<file path="src/rtl/twb_pkg.sv">
package twb_pkg;

    // Framing of the serial protocol
    localparam int HDR_BITS  = 9;
    localparam int DATA_BITS = 16;
    localparam int DEV_W     = 3;
    localparam int REG_W     = 5;
    localparam int IDX_W     = $clog2(DATA_BITS);

    typedef enum logic {
        PH_HEADER = 1'b0,
        PH_DATA   = 1'b1
    } twb_phase_e;

    // Header layout, most significant field first on the wire
    typedef struct packed {
        logic [DEV_W-1:0] dev;
        logic             rd;
        logic [REG_W-1:0] regnum;
    } twb_hdr_t;

    function automatic twb_hdr_t unpack_hdr(input logic [HDR_BITS-1:0] raw);
        return twb_hdr_t'(raw);
    endfunction

    function automatic logic hdr_hits(input twb_hdr_t h, input logic [DEV_W-1:0] id);
        return h.dev == id;
    endfunction

endpackage

</file>
<file path="src/rtl/twb_sync.sv">
module twb_sync #(
    parameter int               WIDTH   = 3,
    parameter int               STAGES  = 2,
    parameter logic [WIDTH-1:0] RST_VAL = '0
) (
    input  logic             clk,
    input  logic             rst,
    input  logic [WIDTH-1:0] d,
    output logic [WIDTH-1:0] q
);

    logic [WIDTH-1:0] chain [STAGES];

    genvar s;
    generate
        for (s = 0; s < STAGES; s++) begin : g_stage
            if (s == 0) begin : g_first
                always_ff @(posedge clk) begin
                    if (rst) chain[s] <= RST_VAL;
                    else     chain[s] <= d;
                end
            end else begin : g_next
                always_ff @(posedge clk) begin
                    if (rst) chain[s] <= RST_VAL;
                    else     chain[s] <= chain[s-1];
                end
            end
        end
    endgenerate

    assign q = chain[STAGES-1];

endmodule

</file>
<file path="src/rtl/twb_edge.sv">
module twb_edge #(
    parameter logic RST_VAL = 1'b0
) (
    input  logic clk,
    input  logic rst,
    input  logic lvl,
    output logic rise,
    output logic fall
);

    logic prev;

    always_ff @(posedge clk) begin
        if (rst) prev <= RST_VAL;
        else     prev <= lvl;
    end

    assign rise = lvl & ~prev;
    assign fall = ~lvl & prev;

endmodule

</file>
<file path="src/rtl/twb_ctrl.sv">
module twb_ctrl
    import twb_pkg::*;
#(
    parameter logic [DEV_W-1:0] DEV_ID = 3'd2
) (
    input  logic                 clk,
    input  logic                 rst,
    input  logic                 sel_n_s,
    input  logic                 sel_fall,
    input  logic                 clk_rise,
    input  logic                 din_s,
    input  logic [DATA_BITS-1:0] reg_rdata,
    output logic                 dout,
    output logic                 doe,
    output logic                 rd_stb,
    output logic                 wr_stb,
    output logic [DATA_BITS-1:0] wdata,
    output twb_hdr_t             hdr
);

    localparam logic [IDX_W-1:0] HDR_TOP  = IDX_W'(HDR_BITS - 1);
    localparam logic [IDX_W-1:0] DATA_TOP = IDX_W'(DATA_BITS - 1);

    twb_phase_e           phase;
    logic [IDX_W-1:0]     bit_idx;
    logic [DATA_BITS-1:0] shift_q;
    logic [DATA_BITS-1:0] shift_nx;
    logic [DATA_BITS-1:0] out_word;
    logic                 hit_q;
    logic                 tail_q;
    twb_hdr_t             hdr_nx;

    assign shift_nx = {shift_q[DATA_BITS-2:0], din_s};
    assign hdr_nx   = unpack_hdr(shift_nx[HDR_BITS-1:0]);

    always_ff @(posedge clk) begin
        if (rst) begin
            phase    <= PH_HEADER;
            bit_idx  <= HDR_TOP;
            shift_q  <= '0;
            out_word <= '0;
            hit_q    <= 1'b0;
            tail_q   <= 1'b0;
            hdr      <= '0;
            dout     <= 1'b0;
            doe      <= 1'b0;
            rd_stb   <= 1'b0;
            wr_stb   <= 1'b0;
            wdata    <= '0;
        end else begin
            rd_stb <= 1'b0;
            wr_stb <= 1'b0;
            // bank answers in the strobe cycle
            if (rd_stb) out_word <= reg_rdata;

            if (sel_fall) begin
                phase   <= PH_HEADER;
                bit_idx <= HDR_TOP;
                shift_q <= '0;
                doe     <= 1'b0;
                tail_q  <= 1'b0;
            end else if (sel_n_s) begin
                doe    <= 1'b0;
                tail_q <= 1'b0;
            end else if (clk_rise) begin
                if (tail_q) begin
                    doe    <= 1'b0;
                    tail_q <= 1'b0;
                end
                unique case (phase)
                    PH_HEADER: begin
                        if (bit_idx == '0) begin
                            hdr     <= hdr_nx;
                            hit_q   <= hdr_hits(hdr_nx, DEV_ID);
                            phase   <= PH_DATA;
                            bit_idx <= DATA_TOP;
                            shift_q <= '0;
                            if (hdr_hits(hdr_nx, DEV_ID) && hdr_nx.rd) begin
                                rd_stb <= 1'b1;
                                doe    <= 1'b1;
                            end
                        end else begin
                            bit_idx <= bit_idx - 1'b1;
                            shift_q <= shift_nx;
                        end
                    end
                    PH_DATA: begin
                        if (hdr.rd) begin
                            if (hit_q) dout <= out_word[bit_idx];
                        end else begin
                            shift_q <= shift_nx;
                        end
                        if (bit_idx == '0) begin
                            phase   <= PH_HEADER;
                            bit_idx <= HDR_TOP;
                            shift_q <= '0;
                            if (hit_q && !hdr.rd) begin
                                wr_stb <= 1'b1;
                                wdata  <= shift_nx;
                            end
                            if (hit_q && hdr.rd) tail_q <= 1'b1;
                        end else begin
                            bit_idx <= bit_idx - 1'b1;
                        end
                    end
                    default: ;
                endcase
            end
        end
    end

endmodule

</file>
<file path="src/rtl/tw_bus_slave.sv">
module tw_bus_slave
    import twb_pkg::*;
#(
    parameter logic [DEV_W-1:0] DEV_ID      = 3'd2,
    parameter int               SYNC_STAGES = 2
) (
    input  logic                 clk,
    input  logic                 rst,
    input  logic                 bus_sel_n,
    input  logic                 bus_clk,
    input  logic                 bus_din,
    output logic                 bus_dout,
    output logic                 bus_doe,
    output logic [REG_W-1:0]     reg_addr,
    output logic                 reg_rd,
    output logic                 reg_wr,
    output logic [DATA_BITS-1:0] reg_wdata,
    input  logic [DATA_BITS-1:0] reg_rdata
);

    localparam int LINES = 3;
    localparam logic [LINES-1:0] LINE_IDLE = 3'b100;

    logic [LINES-1:0] raw_lines;
    logic [LINES-1:0] sync_lines;
    logic             sel_n_s, clk_s, din_s;
    logic             sel_rise_unused, sel_fall;
    logic             clk_rise, clk_fall_unused;
    twb_hdr_t         hdr;
    logic [DEV_W-1:0] hdr_dev;
    logic             hdr_rd;

    assign raw_lines = {bus_sel_n, bus_clk, bus_din};

    twb_sync #(
        .WIDTH  (LINES),
        .STAGES (SYNC_STAGES),
        .RST_VAL(LINE_IDLE)
    ) u_sync (
        .clk(clk),
        .rst(rst),
        .d  (raw_lines),
        .q  (sync_lines)
    );

    assign {sel_n_s, clk_s, din_s} = sync_lines;

    twb_edge #(.RST_VAL(1'b1)) u_sel_edge (
        .clk (clk),
        .rst (rst),
        .lvl (sel_n_s),
        .rise(sel_rise_unused),
        .fall(sel_fall)
    );

    twb_edge #(.RST_VAL(1'b0)) u_clk_edge (
        .clk (clk),
        .rst (rst),
        .lvl (clk_s),
        .rise(clk_rise),
        .fall(clk_fall_unused)
    );

    twb_ctrl #(.DEV_ID(DEV_ID)) u_ctrl (
        .clk      (clk),
        .rst      (rst),
        .sel_n_s  (sel_n_s),
        .sel_fall (sel_fall),
        .clk_rise (clk_rise),
        .din_s    (din_s),
        .reg_rdata(reg_rdata),
        .dout     (bus_dout),
        .doe      (bus_doe),
        .rd_stb   (reg_rd),
        .wr_stb   (reg_wr),
        .wdata    (reg_wdata),
        .hdr      (hdr)
    );

    assign reg_addr = hdr.regnum;
    assign hdr_dev  = hdr.dev;
    assign hdr_rd   = hdr.rd;

endmodule

</file>
<file path="config.mk">
export PLATFORM = sky130hd
export DESIGN_NAME = tw_bus_slave
export DESIGN_NICKNAME = d
export VERILOG_FILES = /design/src/rtl/twb_pkg.sv /design/src/rtl/twb_sync.sv /design/src/rtl/twb_edge.sv /design/src/rtl/twb_ctrl.sv /design/src/rtl/tw_bus_slave.sv
export SDC_FILE = /design/constraint.sdc
export NUM_CORES = 1
export LEC_CHECK = 0
export BUFFER_PORTS_ARGS = -buffer_cell sky130_fd_sc_hd__buf_4
export CORE_MARGIN = 3
export CORE_UTILIZATION = 50
export DETAILED_ROUTE_END_ITERATION = 12
export GPL_TIMING_DRIVEN = 0
export PLACE_DENSITY = 0.72
export RECOVER_POWER = 50
export SYNTH_ARGS = -nofsm -noshare
export SYNTH_HDL_FRONTEND = slang
export SYNTH_HIERARCHICAL = 1
export SYNTH_SLANG_ARGS = --single-unit
</file>
<file path="constraint.sdc">
create_clock -name clk -period 1.94 [get_ports clk]
set_input_delay 0.388 -clock clk [delete_from_list [all_inputs] [get_ports clk]]
set_output_delay 0.388 -clock clk [all_outputs]
set_load 0.02 [all_outputs]
</file>
-- Word level (Yosys, flattened, before mapping)
Memories as Yosys holds them, arrays and structs flattened.
Cells that the tools add are included.
- bits in registers: 66
- bits in writable memories: 6
- input bits: 21
- output and inout port bits: 25
- logic and storage cells: 70
- memories: 1
- memories (memory ; words ; bits a word ; read ports ; clocked after Yosys merged registers in ; wr ports ; RTL line ; source):
    u_sync.chain ; 2 ; 3 ; 2 ; 0 ; 2 ; twb_sync.sv:12 ; logic [WIDTH-1:0] chain [STAGES];
- $add $sub $neg: 1
- order comparisons: 1
- equal/unequal tests: 2
- mux-type cells: 26
- bitwise operators: 10
- reductions and logical operators: 14
- operators by type and width (cell ; number):
    two-way mux 15 bit ; 3
    one-hot mux 15 bit (2 select lines) ; 1
    two-way mux 1 bit ; 15
    AND reduction 6 bit ; 2
    OR reduction 6 bit ; 2
    two-way mux 4 bit ; 2
    one-hot mux 4 bit (2 select lines) ; 1
    two-way mux 3 bit ; 2
    inverter 1 bit ; 6
    less-than comparator 4 x 5 -> 1 bit, second input constant ; 1
    AND reduction 5 bit ; 1
    binary-select mux 1 bit (select 4 bit) ; 1
    zero test 4 bit ; 1
    subtractor 4 x 1 -> 4 bit, second input constant ; 1
    equality test 3 x 2 -> 1 bit, second input constant ; 1
    logical AND 1 bit ; 3
    inequality test 3 bit, second input constant ; 1
    AND reduction 3 bit ; 1
    OR reduction 3 bit ; 1
    AND 1 bit ; 2
    bitwise OR 1 bit ; 2
    one-hot mux 1 bit (2 select lines) ; 1
    AND reduction 2 bit ; 1
    OR reduction 2 bit ; 1
    zero test 1 bit ; 1

-- Longest topological paths before layout
Gate-level depths: netlist of run 1.
- word-level depth: 5
- depth in mapped cells: 8
- mapped depth without buffers: 6

-- Hierarchy
Netlist of run 1, hierarchy kept.
- modules (own cells, without submodules) (module ; times used ; cells each ; area each (um^2) ; seq. area each (um^2)):
    twb_ctrl ; 1 ; 262 ; 2671.3 ; 1341.3
    twb_sync ; 1 ; 12 ; 157.7 ; 120.1
    twb_edge at u_sel_edge ; 1 ; 4 ; 40.0 ; 20.0
    twb_edge at u_clk_edge ; 1 ; 4 ; 38.8 ; 20.0

-- Worst setup path before layout of run 1
OpenSTA, ideal clock, no wires.
- path type: register -> register
- start point: register u_ctrl.bit_idx[1]
- end point: register u_ctrl.shift_q[10]
- setup time: 0.065 ns
- arrival time: 1.868 ns
- data required time: 1.875 ns
- slack: 0.007 ns
- stages on the path, launching flop included: 9
- buffers on the path: 2
- period minus slack after synthesis: 1.933 ns
- cells stage by stage: dfxtp_1 -> clkbuf_1 -> inv_1 -> ha_1 -> nor3b_2 -> nor3_1 -> buf_2 -> a22oi_1 -> nor2_1
- word-level cells in the longest chain between the ends: 3
- elaborated cells between the ends (all ways): 6
- classes of those cells: eq/ne: 1; mux: 3; reduce/logical: 2
- RTL lines (item ; RTL line ; source):
    from (decl) ; twb_ctrl.sv:25 ; logic [IDX_W-1:0] bit_idx;
    from (signal assigned) ; twb_ctrl.sv:83 ; bit_idx <= bit_idx - 1'b1;
    from (signal assigned) ; twb_ctrl.sv:103 ; bit_idx <= bit_idx - 1'b1;
    zero test 4 bit * ; twb_ctrl.sv:72, twb_ctrl.sv:93 ;
    inequality test 3 bit (no source line), or another cell as far along ; - ;
    AND reduction 3 bit (no source line) / one-hot mux 15 bit (2 select lines) (equally long branches) ; - ;
    to (signal assigned) ; twb_ctrl.sv:84 ; shift_q <= shift_nx;
    to (signal assigned) ; twb_ctrl.sv:91 ; shift_q <= shift_nx;
    to (decl) ; twb_ctrl.sv:26 ; logic [DATA_BITS-1:0] shift_q;
Every way passes the cells marked *; elsewhere a longest branch is shown, timed or not.
A chain may end at the register's enable or synchronous reset.

-- Final worst setup path of run 1
- start point: register u_ctrl.bit_idx[1]
- end point: register u_ctrl/hdr[0] (netlist name)
- word-level cells in the longest chain between the ends: 2
- RTL lines (item ; RTL line ; source):
    zero test 4 bit ; twb_ctrl.sv:72 ; if (bit_idx == '0) begin
    AND reduction 5 bit (no source line) ; - ;
Every way passes these cells.

==> results.toml, run 1 <==
[global_route]
grt_antenna_before_repair = 0
track_usage_pct = 18.8
overflow = 0
grt_pass1_wl_um = 9330
grt_max_degree = 12
grt_pass1_vias = 2007

[pwr]
power-per-cell-area_mw_per_mm2 = 791
worst_ir_drop_vdd_v = 0.000491
leakagePower_nw = 1.30

[placed_design]
place_congestion = 0.861
dpl.hpwl_um = 3830
place_area_mm2 = 0.00322
place.port_buffers = 45

[sta]
min_period_ps = 1820
max-slew-margin-rel_pct = 66.4
setup_viol = 0
maxSlewViolCount = 0
tns_ps = 0
fmax_ghz = 0.548
fin_skew_ps = 8.83
worst_pin_slew_ps = 504
hold_violations = 0
period_share_pct = 94.0

[yosys]
netlist_area_mm2 = 0.00279
netlist_instances = 271
synth_nets = 294
synth_area_per_cell_um2 = 10.3
yosys_warnings = 6

[routing]
detail_route.wl_per_cell_um = 14.0
drt_pass1_iterations = 4
drt_iter0_drc = 126
drt-total-wl_um = 5650
antenna_left = 0
drcViolationCount = 0
via_per_inst = 5.15
num_vias = 2077

[clocking]
cts_root_buffer = "clkbuf_8"
cts.sinks = 72
cts_tree = "built"
clkTransAtPathRegs_ps = 70
cts-buffers-inserted = 9
ctsHtreeMaxLevel = 3
cts_buffer_depth = 2
postCtsHoldBufs = 0
insertion_delay_ps = 330

[cells_and_area]
syn2layout_area_growth_pct = 25.5
num_antenna_cells = 0
num-fill-cells = 440
drive_gt1_share_pct = 28.2
fin_nets = 352
register_area_mm2 = 0.00145
final_area_mm2 = 0.00351
final_util_pct = 66.5
multi_input_area_mm2 = 0.00127

[critical_path]
cp_max_fo = 8
path_class = "reg2reg"
worst-endpoint-required_ps = 2150
regToRegSetupSlack_ps = 120
startpoint_type = "register"
crit_arrival_ps = 2030
end_kind = "register"

[worst_hold_path]
hold_class = "in2reg"

[floorplanning]
core_mm2 = 0.00527
fp-row-count = 26
die_y_um = 80.8
pin_count = 46
fp.dieW_um = 80.8
initial_core_util_pct = 53.0
die_area_mm2 = 0.00652

[run_status]
outcome = "completed"

[flow_run]
drv_cap = 0
==> flip-flops by register name, summed over array words and instances, names as in the netlist <==
name,cells
u_ctrl/dout,1
u_clk_edge/prev,1
u_ctrl/shift_q,15
u_ctrl/hdr,6
u_sync/chain,6
u_ctrl/doe,1
u_ctrl/tail_q,1
u_ctrl/hit_q,1
u_ctrl/wdata,16
u_sel_edge/prev,1
u_ctrl/phase,1
u_ctrl/out_word,16
u_ctrl/bit_idx,4
u_ctrl/rd_stb,1
u_ctrl/wr_stb,1
==> power by group <==
part           internal (mW)  switching [mW]
sequential              1.48         0.00537
clock                  0.693           0.501
combinational         0.0442          0.0461
total                   2.22           0.553
==> per-layer routing <==
layer	part of all wire, %	up-vias	wire (um)	global-route usage, %
met5	0	-	0	0
met3	5.5	6	312	5.88
li1	-	1049	-	-
met4	1.2	0	68	8.95
met1	47	963	2630	24.6
met2	47	59	2640	28.4
==> path summary, 6_finish.rpt <==
check                            startpoint                             to  cells after the start
max          u_ctrl/bit_idx[1]$_SDFFE_PP0P_     u_ctrl/hdr[0]$_SDFFE_PP0P_                      7
min                               bus_sel_n  u_sync/chain[0][2]$_SDFF_PP1_                      2
max reg2reg  u_ctrl/bit_idx[1]$_SDFFE_PP0P_     u_ctrl/hdr[0]$_SDFFE_PP0P_                      7
min reg2reg   u_sync/chain[0][2]$_SDFF_PP1_  u_sync/chain[1][2]$_SDFF_PP1_                      1
==> worst max-delay path: stages, from the launching register on <==
cell     delay, ps
dfxtp_2        380
inv_2           90
ha_4           150
or4b_4         500
nor3_4         140
buf_6          170
mux2i_2        210
nor2_1          50
==> layout by cell type, fill, tap and decap left out, types with 5 or more instances in the layout <==
cell type	instances
a22oi_1	15
mux2i_1	42
nor2b_1	6
buf_6	6
nand2_1	6
clkbuf_8	12
dfxtp_1	69
a21oi_1	5
nor3_1	5
clkbuf_1	8
buf_4	48
nor2_1	57
==> timing repair <==
action,in CTS,in global routing
setup endpoints to repair,38,34
gates cloned,0,1
pin swaps,1,2
setup buffers,3,1
gates resized for setup,7,14
==> through the flow <==
stage                     setup slack, ps  hold slack [ps]  std cells  total power [mW]
final                                 116              248        403              2.77
after global routing                -5.76              232        403              2.88
after CTS                            23.5              228        402              2.81
after detailed placement             -417              391        386              1.61
after global placement               -364              387        386              1.61
after floorplan                      7.26              383        271              1.56
==> layout make-up <==
class                           count  share of cell area, %
Tap cell                           70                   2.50
Sequential cell                    72                   41.3
Multi-Input combinational cell    177                   36.2
Buffer                             15                   3.00
Clock inverter                      2                   1.07
Timing Repair Buffer               50                   10.6
Inverter                            4                  0.428
Clock buffer                       13                   4.82
(Power assumes the default switching activity.)
==> inputs of run 2 (changes only) <==
--- a/config.mk
+++ b/config.mk
@@ -8,3 +8,3 @@
 export BUFFER_PORTS_ARGS = -buffer_cell sky130_fd_sc_hd__buf_4
-export CORE_MARGIN = 3
+export CORE_MARGIN = 1.5
 export CORE_UTILIZATION = 50
==> constraint.sdc (replaced) <==
create_clock -name clk -period 1.94 [get_ports clk]
set_input_delay 0.097 -clock clk [delete_from_list [all_inputs] [get_ports clk]]
set_output_delay 0.097 -clock clk [all_outputs]
set_load 0.02 [all_outputs]
==> results.toml, run 2 (same netlist as run 1, synthesis figures left out) <==
[clocking]
clkTransAtPathRegs_ps = 70
cts_tree = "built"
ctsHtreeMaxLevel = 3
cts_root_buffer = "clkbuf_8"
cts-buffers-inserted = 9
insertion_delay_ps = 340
cts_buffer_depth = 2
cts.sinks = 72

[floorplanning]
core_mm2 = 0.00544
die_y_um = 77.8
fp.dieW_um = 77.8
die_area_mm2 = 0.00605
fp-row-count = 27
pin_count = 46
initial_core_util_pct = 51.4

[pwr]
worst_ir_drop_vdd_v = 0.000503
leakagePower_nw = 1.31
power-per-cell-area_mw_per_mm2 = 771

[worst_hold_path]
hold_path_depth = 3
min_from = "reg_rdata[7]"
hold_class = "in2reg"
whs_endpoint = "u_ctrl/out_word[7]$_SDFFE_PP0P_"

[global_route]
overflow = 0
grt_pass1_wl_um = 9800
grt_pass1_vias = 2117
track_usage_pct = 20.9
grt_antenna_before_repair = 0
grt_max_degree = 12

[routing]
wirelength_met1_um = 2780
drt-total-wl_um = 6000
drcViolationCount = 0
antenna_left = 0
drt_iter0_drc = 156
top_layer = "met4"
via_per_inst = 5.27
dr_wl_met3_um = 224
dr_wl_met2_um = 2810
drt_pass1_iterations = 4
num_vias = 2254
detail_route.wl_per_cell_um = 14.0

[cells_and_area]
num_antenna_cells = 0
final_area_mm2 = 0.00365
largestRegisters = "u_ctrl/out_word x16, u_ctrl/wdata x16, u_ctrl/shift_q x15"
final_common_cell = "dfxtp_1"
mostFrequentLayoutCells = "dfxtp_1 (71), nor2_1 (57), mux2i_1 (43)"
drive_gt1_share_pct = 20.2
fin_nets = 375
syn2layout_area_growth_pct = 30.5

[critical_path]
rr_endpoint = "u_ctrl/hdr[1]$_SDFFE_PP0P_"
startpoint_type = "register"
crit_arrival_ps = 2100
regToRegSetupSlack_ps = 60
worst-endpoint-required_ps = 2160
end_kind = "register"
cp_max_fo = 7
path_class = "reg2reg"
timing.rr.start = "u_ctrl/bit_idx[0]$_SDFFE_PP0P_"
ff2ff_path_depth = 8

[placed_design]
place_congestion = 0.840
dpl.hpwl_um = 3790
place.port_buffers = 45
place_area_mm2 = 0.00322
dpl_worst_slack_ps = -462

[run_status]
outcome = "completed"

[sta]
period_share_pct = 97.1
worst_pin_slew_ps = 548
min_period_ps = 1880
maxSlewViolCount = 0
fin_skew_ps = 9.31
hold_violations = 0
setup_viol = 0
rsz0062_at_grt = "yes"
max-slew-margin-rel_pct = 63.5
fin_ws_ps = 56.7
fmax_ghz = 0.531

[flow_run]
drv_cap = 0
-- run 2: timing repair --
item / CTS / global route
pin swaps: 1 / 3
cloned: 0 / 0
endpoints found under the hold margin: 19 / 0
hold buffers: 19 / 0
endpoints found under the setup margin: 38 / 32
setup buffers: 4 / 3
gates resized for setup: 10 / 9
-- run 2: worst max path at each step --
| stage | from | to | slack (ps) |
|---|---|---|---|
| floorplan | u_ctrl/bit_idx[1]$_SDFFE_PP0P_ | u_ctrl/shift_q[10]$_SDFFE_PP0P_ | 7 |
| global placement | u_ctrl/bit_idx[1]$_SDFFE_PP0P_ | u_ctrl/shift_q[14]$_SDFFE_PP0P_ | -400 |
| detailed placement | u_ctrl/bit_idx[1]$_SDFFE_PP0P_ | u_ctrl/shift_q[6]$_SDFFE_PP0P_ | -460 |
| CTS | u_ctrl/bit_idx[0]$_SDFFE_PP0P_ | u_ctrl/hdr[1]$_SDFFE_PP0P_ | 0.4 |
| global route | u_ctrl/bit_idx[0]$_SDFFE_PP0P_ | u_ctrl/hdr[2]$_SDFFE_PP0P_ | -40 |
| finish | u_ctrl/bit_idx[0]$_SDFFE_PP0P_ | u_ctrl/hdr[1]$_SDFFE_PP0P_ | 60 |
-- run 2: metal layers --
metal	up-vias	global-route usage, %
met3	16	5.18
met5	-	0
li1	1101	-
met1	1072	26.1
met2	65	33.0
met4	0	11.3
-- run 2: power by group --
| part | internal, mW | total, mW | switching, mW | leakage, nW |
|---|---|---|---|---|
| registers | 1.48 | 1.49 | 0.00459 | 0.582 |
| clock network | 0.688 | 1.20 | 0.509 | 0.108 |
| logic | 0.0721 | 0.126 | 0.0537 | 0.615 |
| total | 2.24 | 2.81 | 0.568 | 1.31 |
-- run 2: critical path: stages, from the launching register on --
cell and delay, ps:
dfxtp_1 320, buf_6 130, inv_4 50, ha_4 150, or4b_4 510, nor3_4 180
buf_6 170, mux2i_1 200, nor2_1 50
-- run 2: area by class of cell --
type | count | area (um2)
Clock buffer | 12 | 165
Multi-Input combinational cell | 177 | 1280
Timing Repair Buffer | 71 | 487
Inverter | 4 | 17.5
Tap cell | 72 | 90.1
Sequential cell | 72 | 1450
Clock inverter | 3 | 40.0
Buffer | 17 | 121
Fill cell | 451 | 1790
-- run 2: per-stage QoR --
stage               util (%)  TNS (ps)  hold WS, ps  total power, mW  std cells
floorplan                  -         0          169             1.56        271
global placement        59.2     -8300          276             1.61        388
detailed placement      59.2     -9530          280             1.61        388
CTS                     68.0         0        0.778             2.84        425
global route            67.0      -121         10.8             2.92        428
finish                  67.0         0         11.1             2.81        428
==> inputs of run 3 (changes only) <==
- ABC_AREA: default -> 1
- ABC_CLOCK_PERIOD_IN_PS: default -> 1940
- PLACE_DENSITY: 0.72 -> 0.71
==> results.toml, run 3 <==
[clocking]
ctsHtreeMaxLevel = 3
clkTransAtPathRegs_ps = 70
insertion_delay_ps = 350
cts_tree = "built"
cts_buffer_depth = 2
cts_root_buffer = "clkbuf_8"
cts-buffers-inserted = 9
cts.sinks = 72

[global_route]
grt_pass1_vias = 2359
overflow = 0
grt_pass1_wl_um = 10400
grt_max_degree = 13
track_usage_pct = 21.5
grt_antenna_before_repair = 0

[sta]
fin_skew_ps = 8.39
fin_ws_ps = 153
worst_pin_slew_ps = 451
setup_viol = 0
min_period_ps = 1790
max-slew-margin-rel_pct = 69.9
period_share_pct = 92.1
hold_violations = 0
fmax_ghz = 0.559
maxSlewViolCount = 0

[worst_hold_path]
hold_path_depth = 3
hold_class = "in2reg"

[placed_design]
dpl_worst_slack_ps = -114
place.port_buffers = 45
dpl.hpwl_um = 4250
dp_cells = 495
place_congestion = 0.833

[floorplanning]
fp.dieW_um = 78.8
fp-row-count = 27
initial_core_util_pct = 52.1
die_area_mm2 = 0.00620
core_mm2 = 0.00551
pin_count = 46
die_y_um = 78.8

[critical_path]
crit_family = "buffers and inverters"
timing.rr.start = "u_ctrl/bit_idx[1]$_SDFFE_PP0P_"
crit_start = "u_ctrl/bit_idx[1]$_SDFFE_PP0P_"
regToRegSetupSlack_ps = 150
worst-path-buf-inv = 3
path_class = "reg2reg"
cp_max_fo = 10
cp_slowest_cell = "dfxtp_1"
worst-endpoint-required_ps = 2170
worst-path-stages = 8
cp_cell_sequence = "inv_2, ha_2, inv_1, nor3_4, nand3b_1, clkbuf_4, o21ai_0, a21oi_1"
end_kind = "register"
slowest_delay_ps = 360
rr_endpoint = "u_ctrl/wdata[1]$_SDFFE_PP0P_"
ff2ff_path_depth = 8
startpoint_type = "register"
crit_arrival_ps = 2010
endpoint = "u_ctrl/wdata[1]$_SDFFE_PP0P_"

[yosys]
synth_area_per_cell_um2 = 7.59
netlist_instances = 378
netlist_area_mm2 = 0.00287
yosys_warnings = 6
synth_nets = 401

[pwr]
internal_power_mw = 2.30
worst_ir_drop_vdd_v = 0.000472
leakagePower_nw = 1.41
p_clk_share_pct = 44.8
swShare_pct = 21.1
power-per-cell-area_mw_per_mm2 = 819
comb_power_share_pct = 3.9
p_seq_share_pct = 51.3
power_mw = 2.91
p_switching_mw = 0.613

[cells_and_area]
mostFrequentLayoutCells = "inv_1 (83), dfxtp_1 (72), o21ai_0 (43)"
register_area_mm2 = 0.00144
largestRegisters = "u_ctrl/out_word x16, u_ctrl/wdata x16, u_ctrl/shift_q x15"
fin_nets = 469
multi_input_area_mm2 = 0.00103
instances_no_fill = 523
drive_gt1_share_pct = 12.6
num-fill-cells = 511
syn2layout_area_growth_pct = 23.8
num_antenna_cells = 0
final_common_cell = "inv_1"

[routing]
via_per_inst = 4.87
detail_route.wl_per_cell_um = 11.8
drt_pass1_iterations = 4
drt_iter0_drc = 91
antenna_left = 0
drcViolationCount = 0
drt-total-wl_um = 6160
num_vias = 2547

[flow_run]
drv_cap = 0

[run_status]
outcome = "completed"
-- run 3: how the worst min path moves through the flow --
stage / startpoint / to / slack (ps)
floorplan: rst / u_sync/chain[0][0]$_SDFF_PP0_ / 170
global placement: bus_sel_n / u_sync/chain[0][2]$_SDFF_PP1_ / 280
detailed placement: bus_sel_n / u_sync/chain[0][2]$_SDFF_PP1_ / 280
CTS: reg_rdata[11] / u_ctrl/out_word[11]$_SDFFE_PP0P_ / 20
global route: reg_rdata[5] / u_ctrl/out_word[5]$_SDFFE_PP0P_ / 50
finish: reg_rdata[11] / u_ctrl/out_word[11]$_SDFFE_PP0P_ / 30
-- run 3: timing repair --
| item | 4_1_cts | 5_1_grt |
|---|---|---|
| setup buffers | 2 | 3 |
| pin swaps | 1 | 2 |
| hold endpoints to repair | 6 | 0 |
| hold buffers | 7 | 0 |
| endpoints found under the setup margin | 24 | 34 |
| gates resized for setup | 4 | 8 |
-- run 3: cell type report --
cell class / instances / share of cell area [%]
sequential: 72 / 40.6
multi-input combinational: 201 / 29.0
timing repair buffer: 57 / 9.79
inverter: 89 / 9.51
clock buffer: 11 / 3.98
tap: 72 / 2.54
buffer: 16 / 2.40
clock inverter: 5 / 2.25
-- run 3: routing by layer --
metal / part of all wire (%) / track usage [%]
met4: 1.1 / 9.64
met2: 44 / 33.9
met1: 50 / 28.8
met3: 5.3 / 3.91
met5: 0 / 0
-- run 3: power by group through the flow --
stage | Sequential [mW] | Combinational [mW] | Clock [mW]
2_1_floorplan | 1.52 | 0.0521 | 0
3_3_place_gp | 1.52 | 0.0992 | 0
3_5_place_dp | 1.52 | 0.101 | 0
4_1_cts | 1.49 | 0.114 | 1.32
5_1_grt | 1.49 | 0.129 | 1.39
6_report | 1.49 | 0.114 | 1.30
-- run 3: stage by stage --
step	hold WS [ps]	TNS, ps	util [%]	cell area, um2
after floorplan	168	0	-	2870
after global placement	276	-411	59.9	3300
after detailed placement	282	-1450	59.9	3300
after CTS	24.6	0	65.6	3610
after global routing	53.1	-0.979	64.5	3550
final	30.0	0	64.5	3550
-- run 3: worst min-delay path: cells and delay by family --
family / cells / cell delay (ps)
buf+inv: 1 / 70
compound gates: 2 / 170
